==> config.mk <==
export PLATFORM = sky130hd
export DESIGN_NAME = lvds_pixel_serializer
export DESIGN_NICKNAME = d
export VERILOG_FILES = /design/src/rtl/lvds_ser_pkg.sv /design/src/rtl/lvds_rst_sync.sv /design/src/rtl/lvds_slot_timer.sv /design/src/rtl/lvds_slot_mapper.sv /design/src/rtl/lvds_lane_shifter.sv /design/src/rtl/lvds_pixel_serializer.sv
export SDC_FILE = /design/constraint.sdc
export NUM_CORES = 1
export LEC_CHECK = 0
export BUFFER_PORTS_ARGS = -buffer_cell sky130_fd_sc_hd__buf_2
export CAP_MARGIN = 0
export CORE_MARGIN = 2
export CORE_UTILIZATION = 54
export DETAILED_ROUTE_END_ITERATION = 7
export GPL_TIMING_DRIVEN = 0
export PLACE_DENSITY_LB_ADDON = 0.12
export SKIP_LAST_GASP = 1
export SYNTH_ARGS = -nofsm -noshare
export SYNTH_HDL_FRONTEND = slang
export SYNTH_SLANG_ARGS = --single-unit
==> constraint.sdc <==
create_clock -name clk_ser -period 1.35 [get_ports clk_ser]
set_input_delay 0.135 -clock clk_ser [delete_from_list [all_inputs] [get_ports clk_ser]]
set_output_delay 0.135 -clock clk_ser [all_outputs]
set_load 0.02 [all_outputs]
==> src/rtl/lvds_ser_pkg.sv <==
package lvds_ser_pkg;
  localparam int unsigned SLOT_N = 7;
  localparam int unsigned LANE_N = 4;
  localparam int unsigned CHAN_W = 8;
  localparam int unsigned SLOT_W = $clog2(SLOT_N);

  typedef logic [SLOT_N-1:0] slot_word_t;
  typedef slot_word_t [LANE_N-1:0] lane_set_t;

  typedef enum logic [1:0] {
    MAP_NARROW = 2'd0,
    MAP_WIDE_LO = 2'd1,
    MAP_WIDE_HI = 2'd2,
    MAP_OFF = 2'd3
  } map_e;

  // Clock-lane pattern, bit k is wire slot k.
  localparam slot_word_t CLK_PATTERN = 7'b1100011;

  function automatic slot_word_t pack_slots(input logic s0, input logic s1,
                                            input logic s2, input logic s3,
                                            input logic s4, input logic s5,
                                            input logic s6);
    return {s6, s5, s4, s3, s2, s1, s0};
  endfunction

  function automatic slot_word_t flip_slots(input slot_word_t w);
    slot_word_t f;
    for (int k = 0; k < SLOT_N; k++) f[k] = w[SLOT_N-1-k];
    return f;
  endfunction
endpackage

==> src/rtl/lvds_rst_sync.sv <==
module lvds_rst_sync #(
  parameter int unsigned STAGES = 2
) (
  input  logic clk,
  input  logic rst_n,
  output logic rst_n_sync
);
  logic [STAGES-1:0] sync_q;
  logic [STAGES-1:0] sync_d;

  always_comb sync_d = {sync_q[STAGES-2:0], 1'b1};

  always_ff @(posedge clk or negedge rst_n) begin
    if (!rst_n) sync_q <= '0;
    else        sync_q <= sync_d;
  end

  assign rst_n_sync = sync_q[STAGES-1];
endmodule

==> src/rtl/lvds_slot_timer.sv <==
module lvds_slot_timer
  import lvds_ser_pkg::*;
(
  input  logic              clk,
  input  logic              rst_n,
  output logic [SLOT_W-1:0] slot,
  output logic              last
);
  localparam logic [SLOT_W-1:0] LAST_SLOT = SLOT_W'(SLOT_N - 1);

  logic [SLOT_W-1:0] slot_q;
  logic [SLOT_W-1:0] slot_d;

  always_comb begin
    last   = (slot_q == LAST_SLOT);
    slot_d = last ? '0 : slot_q + 1'b1;
  end

  always_ff @(posedge clk or negedge rst_n) begin
    if (!rst_n) slot_q <= LAST_SLOT;
    else        slot_q <= slot_d;
  end

  assign slot = slot_q;
endmodule

==> src/rtl/lvds_slot_mapper.sv <==
module lvds_slot_mapper
  import lvds_ser_pkg::*;
(
  input  logic [CHAN_W-1:0] red,
  input  logic [CHAN_W-1:0] green,
  input  logic [CHAN_W-1:0] blue,
  input  logic              hsync,
  input  logic              vsync,
  input  logic              den,
  input  logic [1:0]        map_sel,
  input  logic              mirror,
  output lane_set_t         words
);
  localparam int unsigned MSB = CHAN_W - 1;

  lane_set_t natural;

  function automatic lane_set_t base_three(input logic [5:0] r6,
                                           input logic [5:0] g6,
                                           input logic [5:0] b6,
                                           input logic hs, input logic vs,
                                           input logic de);
    lane_set_t s;
    s    = '0;
    s[0] = pack_slots(g6[0], r6[5], r6[4], r6[3], r6[2], r6[1], r6[0]);
    s[1] = pack_slots(b6[1], b6[0], g6[5], g6[4], g6[3], g6[2], g6[1]);
    s[2] = pack_slots(de, vs, hs, b6[5], b6[4], b6[3], b6[2]);
    return s;
  endfunction

  always_comb begin
    natural = '0;
    case (map_e'(map_sel))
      MAP_NARROW: begin
        natural = base_three(red[MSB -: 6], green[MSB -: 6], blue[MSB -: 6],
                             hsync, vsync, den);
      end
      MAP_WIDE_LO: begin
        natural    = base_three(red[MSB -: 6], green[MSB -: 6], blue[MSB -: 6],
                                hsync, vsync, den);
        natural[3] = pack_slots(1'b0, blue[1], blue[0], green[1], green[0],
                                red[1], red[0]);
      end
      MAP_WIDE_HI: begin
        natural    = base_three(red[5:0], green[5:0], blue[5:0],
                                hsync, vsync, den);
        natural[3] = pack_slots(1'b0, blue[MSB], blue[MSB-1], green[MSB],
                                green[MSB-1], red[MSB], red[MSB-1]);
      end
      default: natural = '0;
    endcase
  end

  for (genvar l = 0; l < LANE_N; l++) begin : g_orient
    assign words[l] = mirror ? flip_slots(natural[l]) : natural[l];
  end
endmodule

==> src/rtl/lvds_lane_shifter.sv <==
module lvds_lane_shifter
  import lvds_ser_pkg::*;
(
  input  logic       clk,
  input  logic       rst_n,
  input  logic       load,
  input  slot_word_t load_word,
  output logic       ser_out
);
  slot_word_t shift_q;
  slot_word_t shift_d;

  always_comb begin
    if (load) shift_d = load_word;
    else      shift_d = {1'b0, shift_q[SLOT_N-1:1]};
  end

  always_ff @(posedge clk or negedge rst_n) begin
    if (!rst_n) shift_q <= '0;
    else        shift_q <= shift_d;
  end

  assign ser_out = shift_q[0];
endmodule

==> src/rtl/lvds_pixel_serializer.sv <==
module lvds_pixel_serializer
  import lvds_ser_pkg::*;
(
  input  logic              clk_ser,
  input  logic              rst_n,
  input  logic [CHAN_W-1:0] red,
  input  logic [CHAN_W-1:0] green,
  input  logic [CHAN_W-1:0] blue,
  input  logic              hsync,
  input  logic              vsync,
  input  logic              den,
  input  logic [1:0]        map_sel,
  input  logic              mirror,
  output logic              pix_load,
  output logic [LANE_N-1:0] data_lane,
  output logic              clk_lane
);
  logic              rst_n_sync;
  logic [SLOT_W-1:0] slot_now;
  logic              slot_last;
  lane_set_t         data_words;

  lvds_rst_sync #(.STAGES(2)) u_rst (
    .clk        (clk_ser),
    .rst_n      (rst_n),
    .rst_n_sync (rst_n_sync)
  );

  lvds_slot_timer u_timer (
    .clk   (clk_ser),
    .rst_n (rst_n_sync),
    .slot  (slot_now),
    .last  (slot_last)
  );

  lvds_slot_mapper u_map (
    .red     (red),
    .green   (green),
    .blue    (blue),
    .hsync   (hsync),
    .vsync   (vsync),
    .den     (den),
    .map_sel (map_sel),
    .mirror  (mirror),
    .words   (data_words)
  );

  for (genvar l = 0; l < LANE_N; l++) begin : g_data
    lvds_lane_shifter u_shift (
      .clk       (clk_ser),
      .rst_n     (rst_n_sync),
      .load      (slot_last),
      .load_word (data_words[l]),
      .ser_out   (data_lane[l])
    );
  end

  lvds_lane_shifter u_clk_shift (
    .clk       (clk_ser),
    .rst_n     (rst_n_sync),
    .load      (slot_last),
    .load_word (CLK_PATTERN),
    .ser_out   (clk_lane)
  );

  assign pix_load = slot_last;

  logic [SLOT_W-1:0] slot_unused;
  assign slot_unused = slot_now;
endmodule

* Word level (Yosys, flattened, before mapping)
Cells that the tools add are included.
** Cells by class
- Add/sub/neg operators :: 1
- Equal/unequal tests :: 3
- Multiplexer cells :: 11
- Reduce and logical (&&, ||, !) cells :: 1
** Operators by type and width (count)
- case mux 28 bit (3 select lines) :: 1
- 2-to-1 mux 7 bit :: 9
- adder 3 x 1 -> 3 bit (second input constant) :: 1
- equality test 3 bit (second input constant) :: 1
- 2-to-1 mux 3 bit :: 1
- equality test 2 x 1 -> 1 bit (second input constant) :: 1
- equality test 2 bit (second input constant) :: 1
- zero test 2 bit :: 1
** Storage, ports and cells
- Bits in registers :: 40
- Bits of input ports :: 32
- Output and inout port bits :: 6
- Word-level logic and storage cells :: 23

* Logic depth before layout (Yosys ltp)
- Word-level depth :: 4
- Gate-level depth with buffers :: 5
- Mapped depth without buffers :: 4

* Cells and area by module
A second synthesis with hierarchy kept.
** Unflattened totals
- Cells, all modules :: 191
- Area total of the unflattened synthesis :: 2319.7 um^2
** Modules (own cells, without submodules)
- lvds_lane_shifter :: instances 5, cells an instance 15, area an instance 284.0 um^2, sequential area each 175.2 um^2
- lvds_slot_mapper :: instances 1, cells an instance 101, area an instance 711.9 um^2, sequential area each 0.0 um^2
- lvds_slot_timer :: instances 1, cells an instance 10, area an instance 126.4 um^2, sequential area each 77.6 um^2
- lvds_rst_sync :: instances 1, cells an instance 3, area an instance 53.8 um^2, sequential area each 50.0 um^2
- lvds_pixel_serializer :: instances 1, cells an instance 2, area an instance 7.5 um^2, sequential area each 0.0 um^2

* Least setup slack after synthesis
No wires, ideal clock.
- Path type :: reg2reg
- From :: reg u_timer.slot_q[1], in the netlist u_timer.slot[1]
- To :: reg g_data[0].u_shift.shift_q[2]
- Setup time :: 125 ps
- Data arrival time :: 1215 ps
- Path slack :: 10 ps
- Stages on the path, launching flop included :: 5
- Clock period less this slack :: 1340 ps
- Path through :: dfstp_2 > nand3b_1 > inv_1 > buf_6 > mux2_4
** Between the ends
- Longest elaborated chain between the ends :: 2
** RTL lines
- start: declaration :: line lvds_slot_timer.sv:11 : logic [SLOT_W-1:0] slot_q;
- start signal: assignment :: line lvds_slot_timer.sv:21 : else slot_q <= slot_d;
- equality test 3 bit :: line lvds_slot_timer.sv:15 : last = (slot_q == LAST_SLOT);
- via pix_load :: line lvds_pixel_serializer.sv:14 : output logic pix_load,
- 2-to-1 mux 7 bit :: line lvds_lane_shifter.sv:14 : if (load) shift_d = load_word;
- via g_data[0].u_shift.shift_d[2] :: line lvds_lane_shifter.sv:11 : slot_word_t shift_d;
- end signal: assignment :: line lvds_lane_shifter.sv:20 : else shift_q <= shift_d;
- end: declaration :: line lvds_lane_shifter.sv:10 : slot_word_t shift_q;
The timed path passes the listed nets, and every way through them passes these cells.

* Final worst setup path
- From :: reg u_timer.slot_q[1], in the netlist u_timer.slot[1]
- To :: reg g_data[0].u_shift.shift_q[2]
** Between the ends
- Longest elaborated chain between the ends :: 2
** RTL lines (line)
- equality test 3 bit :: lvds_slot_timer.sv:15
- 2-to-1 mux 7 bit :: lvds_lane_shifter.sv:14
- via g_data[0].u_shift.shift_d[2] :: lvds_lane_shifter.sv:11
The timed path passes the listed nets, and every way through them passes these cells.

==> impl_metrics.ini <==
[outcome]
status = finished, violations left
violations = setup timing

[setup_path]
cp_top_family = flip-flops
worstReg2RegStart = u_timer.slot[1]
r2r-end = g_data[0].u_shift.shift_q[2]
startpoint_type = flop
r2r_setup_slack_ps = -60
reg2reg_depth = 5
slowest_delay_ps = 540
worst-setup-path-type = reg -> reg
slowest_stage = dfstp_2
worstPathMaxFanout = 6
critPathRequiredTime_ps = 1530
cp-end-kind = flop
crit_chain = nand3b_1 -> inv_2 -> buf_6 -> buf_8 -> mux2_4
worst-path-buf-inv = 3
worst_ep_arrival_time_ps = 1580

[synthesis]
yosysTopAreaCell = dfrtp_1
synth_seq_cells = 40
async_reset_ff_share_pct = 100.0
netlist_area_um2 = 1999
synth_edf_count = 0
synth_top_area_share_pct = 47.56
netlist_top_cells_area = dfrtp_1, a211oi_1, mux2i_1, nand2_1, buf_6
synth_most_common_cell = dfrtp_1
syn_avg_cell_area_um2 = 10.81
ys_seq_area_share_pct = 50.19
synthCells = 185
synth_ff_type = dfrtp_1
synth_cell_types = 31
synth_nets = 217
yosysWarnings = 0
netlist_top_cells_count = dfrtp_1, nand2_1, a211oi_1

[die]
io_pins = 38
core_area_um2 = 3606
num_rows = 22
die_y_um = 64.85
dieArea_um2 = 4206
start_util_pct = 55.45
die_x_um = 64.85

[sta]
finalSetupTns_ps = -299.2
fmax_ghz = 0.7106
finClkSkew_ps = 1.776
rsz0062_at_grt = true
setup_viol = 9
finalWorstSetupSlack_ps = -57.25
fin_crit_ps = 1407
relSlewSlack_pct = 46.33
fin_crit_sh_pct = 104.2
drv_slew = 0
finalHoldViolCount = 0
tightest_slew_ps = 805.1

[pwr]
vdd_ir_drop_max_v = 0.0009330
p_int_mw = 2.001
sw_frac_of_total_pct = 24.32
p_leak_nw = 1.248
combPwrFrac_pct = 14.5
clockPowerShare_pct = 38.6
p_sw_mw = 0.6431
power_mw = 2.644
power_frac_seq_pct = 46.9
power_per_cell_area_nw_per_um2 = 1011

[placement]
dp_hpwl_um = 3360
routabilityCongestion = 0.8533
post-place-ws_ps = -103.4
place.port_buffers = 37

[finish]
area_growth_pct = 30.79
drive_gt1_share_pct = 40.91
diodes = 0
fillerInstances = 266
layout.nets = 273

[detailed_routing]
ant_nets = 0
drc = 0
drtIter0Drc = 147
viasPerCell = 5.786
via_count = 1678
routed_wl_um = 4920
routedWlPerCell_um = 16.97
dr.pass1.iters = 4

[clock_network]
ctsRootBufferMaster = clkbuf_8
clock_tree.buffer_depth = 2
clk_latency_ps = 290
clkTransAtPathRegs_ps = 80
ctsHtreeMaxLevel = 2
clock_sinks = 40
cts_made_buffers = 5
cts_tree = built

[global_route]
grt-ovfl-total = 0
grt_pass1_vias = 1613
grt_first_pass_wirelength_um = 7879
grt_max_degree = 39
globalRouteTotalUtil_pct = 25.17
grt_antenna_before_repair = 0

[hold_path]
min_delay_path_depth = 3
hold_start = den
hold_path.class = in -> reg
min_to = g_data[2].u_shift.shift_q[6]

[job]
maxCapViolCount = 0
placed cells by master (no fill, tap or decap), types with 6 or more instances in the layout:
cell type,Yosys,final
buf_2,3,37
dfrtp_1,38,37
buf_4,6,16
nand2_1,19,15
a211oi_1,16,15
nor2_1,11,11
nor2b_1,10,10
a21oi_1,10,10
mux2i_1,9,9
buf_6,6,8
a22oi_1,6,6
clkbuf_8,0,6
stage by stage:
| stage | area [um2] | std cells | utilization, % | hold slack [ps] |
|---|---|---|---|---|
| final | 2615 | 290 | 72.52 | 124.4 |
| after global routing | 2615 | 290 | 72.52 | 114.0 |
| after CTS | 2495 | 287 | 69.19 | 102.3 |
| after detailed placement | 2246 | 270 | 62.28 | -78.78 |
| after global placement | 2245 | 270 | 62.25 | -80.18 |
| after floorplan | 1999 | 185 | - | -160.6 |
worst max path at each step:
stage                     from                      endpoint  cells past startpoint
2_1_floorplan  u_timer.slot[1]  g_data[0].u_shift.shift_q[2]                      4
3_3_place_gp   u_rst.sync_q[1]  g_data[2].u_shift.shift_q[0]                      0
3_5_place_dp   u_timer.slot[2]  g_data[1].u_shift.shift_q[5]                      4
4_1_cts        u_timer.slot[1]                      pix_load                      4
5_1_grt        u_timer.slot[1]                      pix_load                      4
6_report       u_timer.slot[1]  g_data[0].u_shift.shift_q[2]                      5
worst reg2reg max path, delay by kind of cell (launching register included):
kind,cells,cell delay [ps]
flops,1,540
buf+inv,3,320
mux,1,310
simple gates,1,120
state kept, by name, summed over array words and instances (netlist names):
signal / cells
u_timer.slot: 3
u_rst.sync_q: 2
u_clk_shift.shift_q: 7
g_data.u_shift.shift_q: 28
layer usage:
layer	part of all wire (%)	wire length [um]	track usage, %	up-vias
met2	48	2361	40.21	67
met5	0	0	0	-
met3	7.7	377	7.639	10
met4	2.0	98	7.447	0
li1	-	-	-	785
met1	42	2082	33.07	816
power by group through the flow:
| stage | Sequential (mW) | Combinational [mW] | Clock [mW] |
|---|---|---|---|
| 6_report | 1.24 | 0.384 | 1.02 |
| 5_1_grt | 1.25 | 0.413 | 1.10 |
| 4_1_cts | 1.24 | 0.356 | 1.05 |
| 3_5_place_dp | 1.27 | 0.336 | 0 |
| 3_3_place_gp | 1.26 | 0.329 | 0 |
| 2_1_floorplan | 1.26 | 0.217 | 0 |
area by class of cell:
class                      instances  area (um2)  area share, %
buffer                            17       156.4          5.981
clock buffer                       6       82.58          3.158
clock inverter                     2       38.79          1.483
inverter                           3       11.26         0.4306
multi-input combinational        125       948.4          36.27
sequential                        40        1005          38.42
tap                               48       60.06          2.297
timing repair buffer              49       312.8          11.96
cell families (layout without fill, tap and decap cells):
logic type	count (synthesis)	in the layout	share of synthesized area [%]
AO/OA/AOI/OAI	58	58	20.78
AND/OR/NAND/NOR	52	52	12.89
flip-flops	40	40	50.19
buffers and inverters	20	77	7.884
multiplexers	14	14	8.073
other	1	1	0.1876
repair_timing:
| item | CTS | global route |
|---|---|---|
| gates resized for setup | 12 | 17 |
| pin swaps | 1 | 2 |
| setup buffers | 8 | 2 |
| hold endpoints to repair | 2 | 0 |
| setup endpoints to repair | 13 | 27 |
| gates cloned | 0 | 1 |
| hold buffers | 1 | 0 |
(Power assumes the default switching activity.)
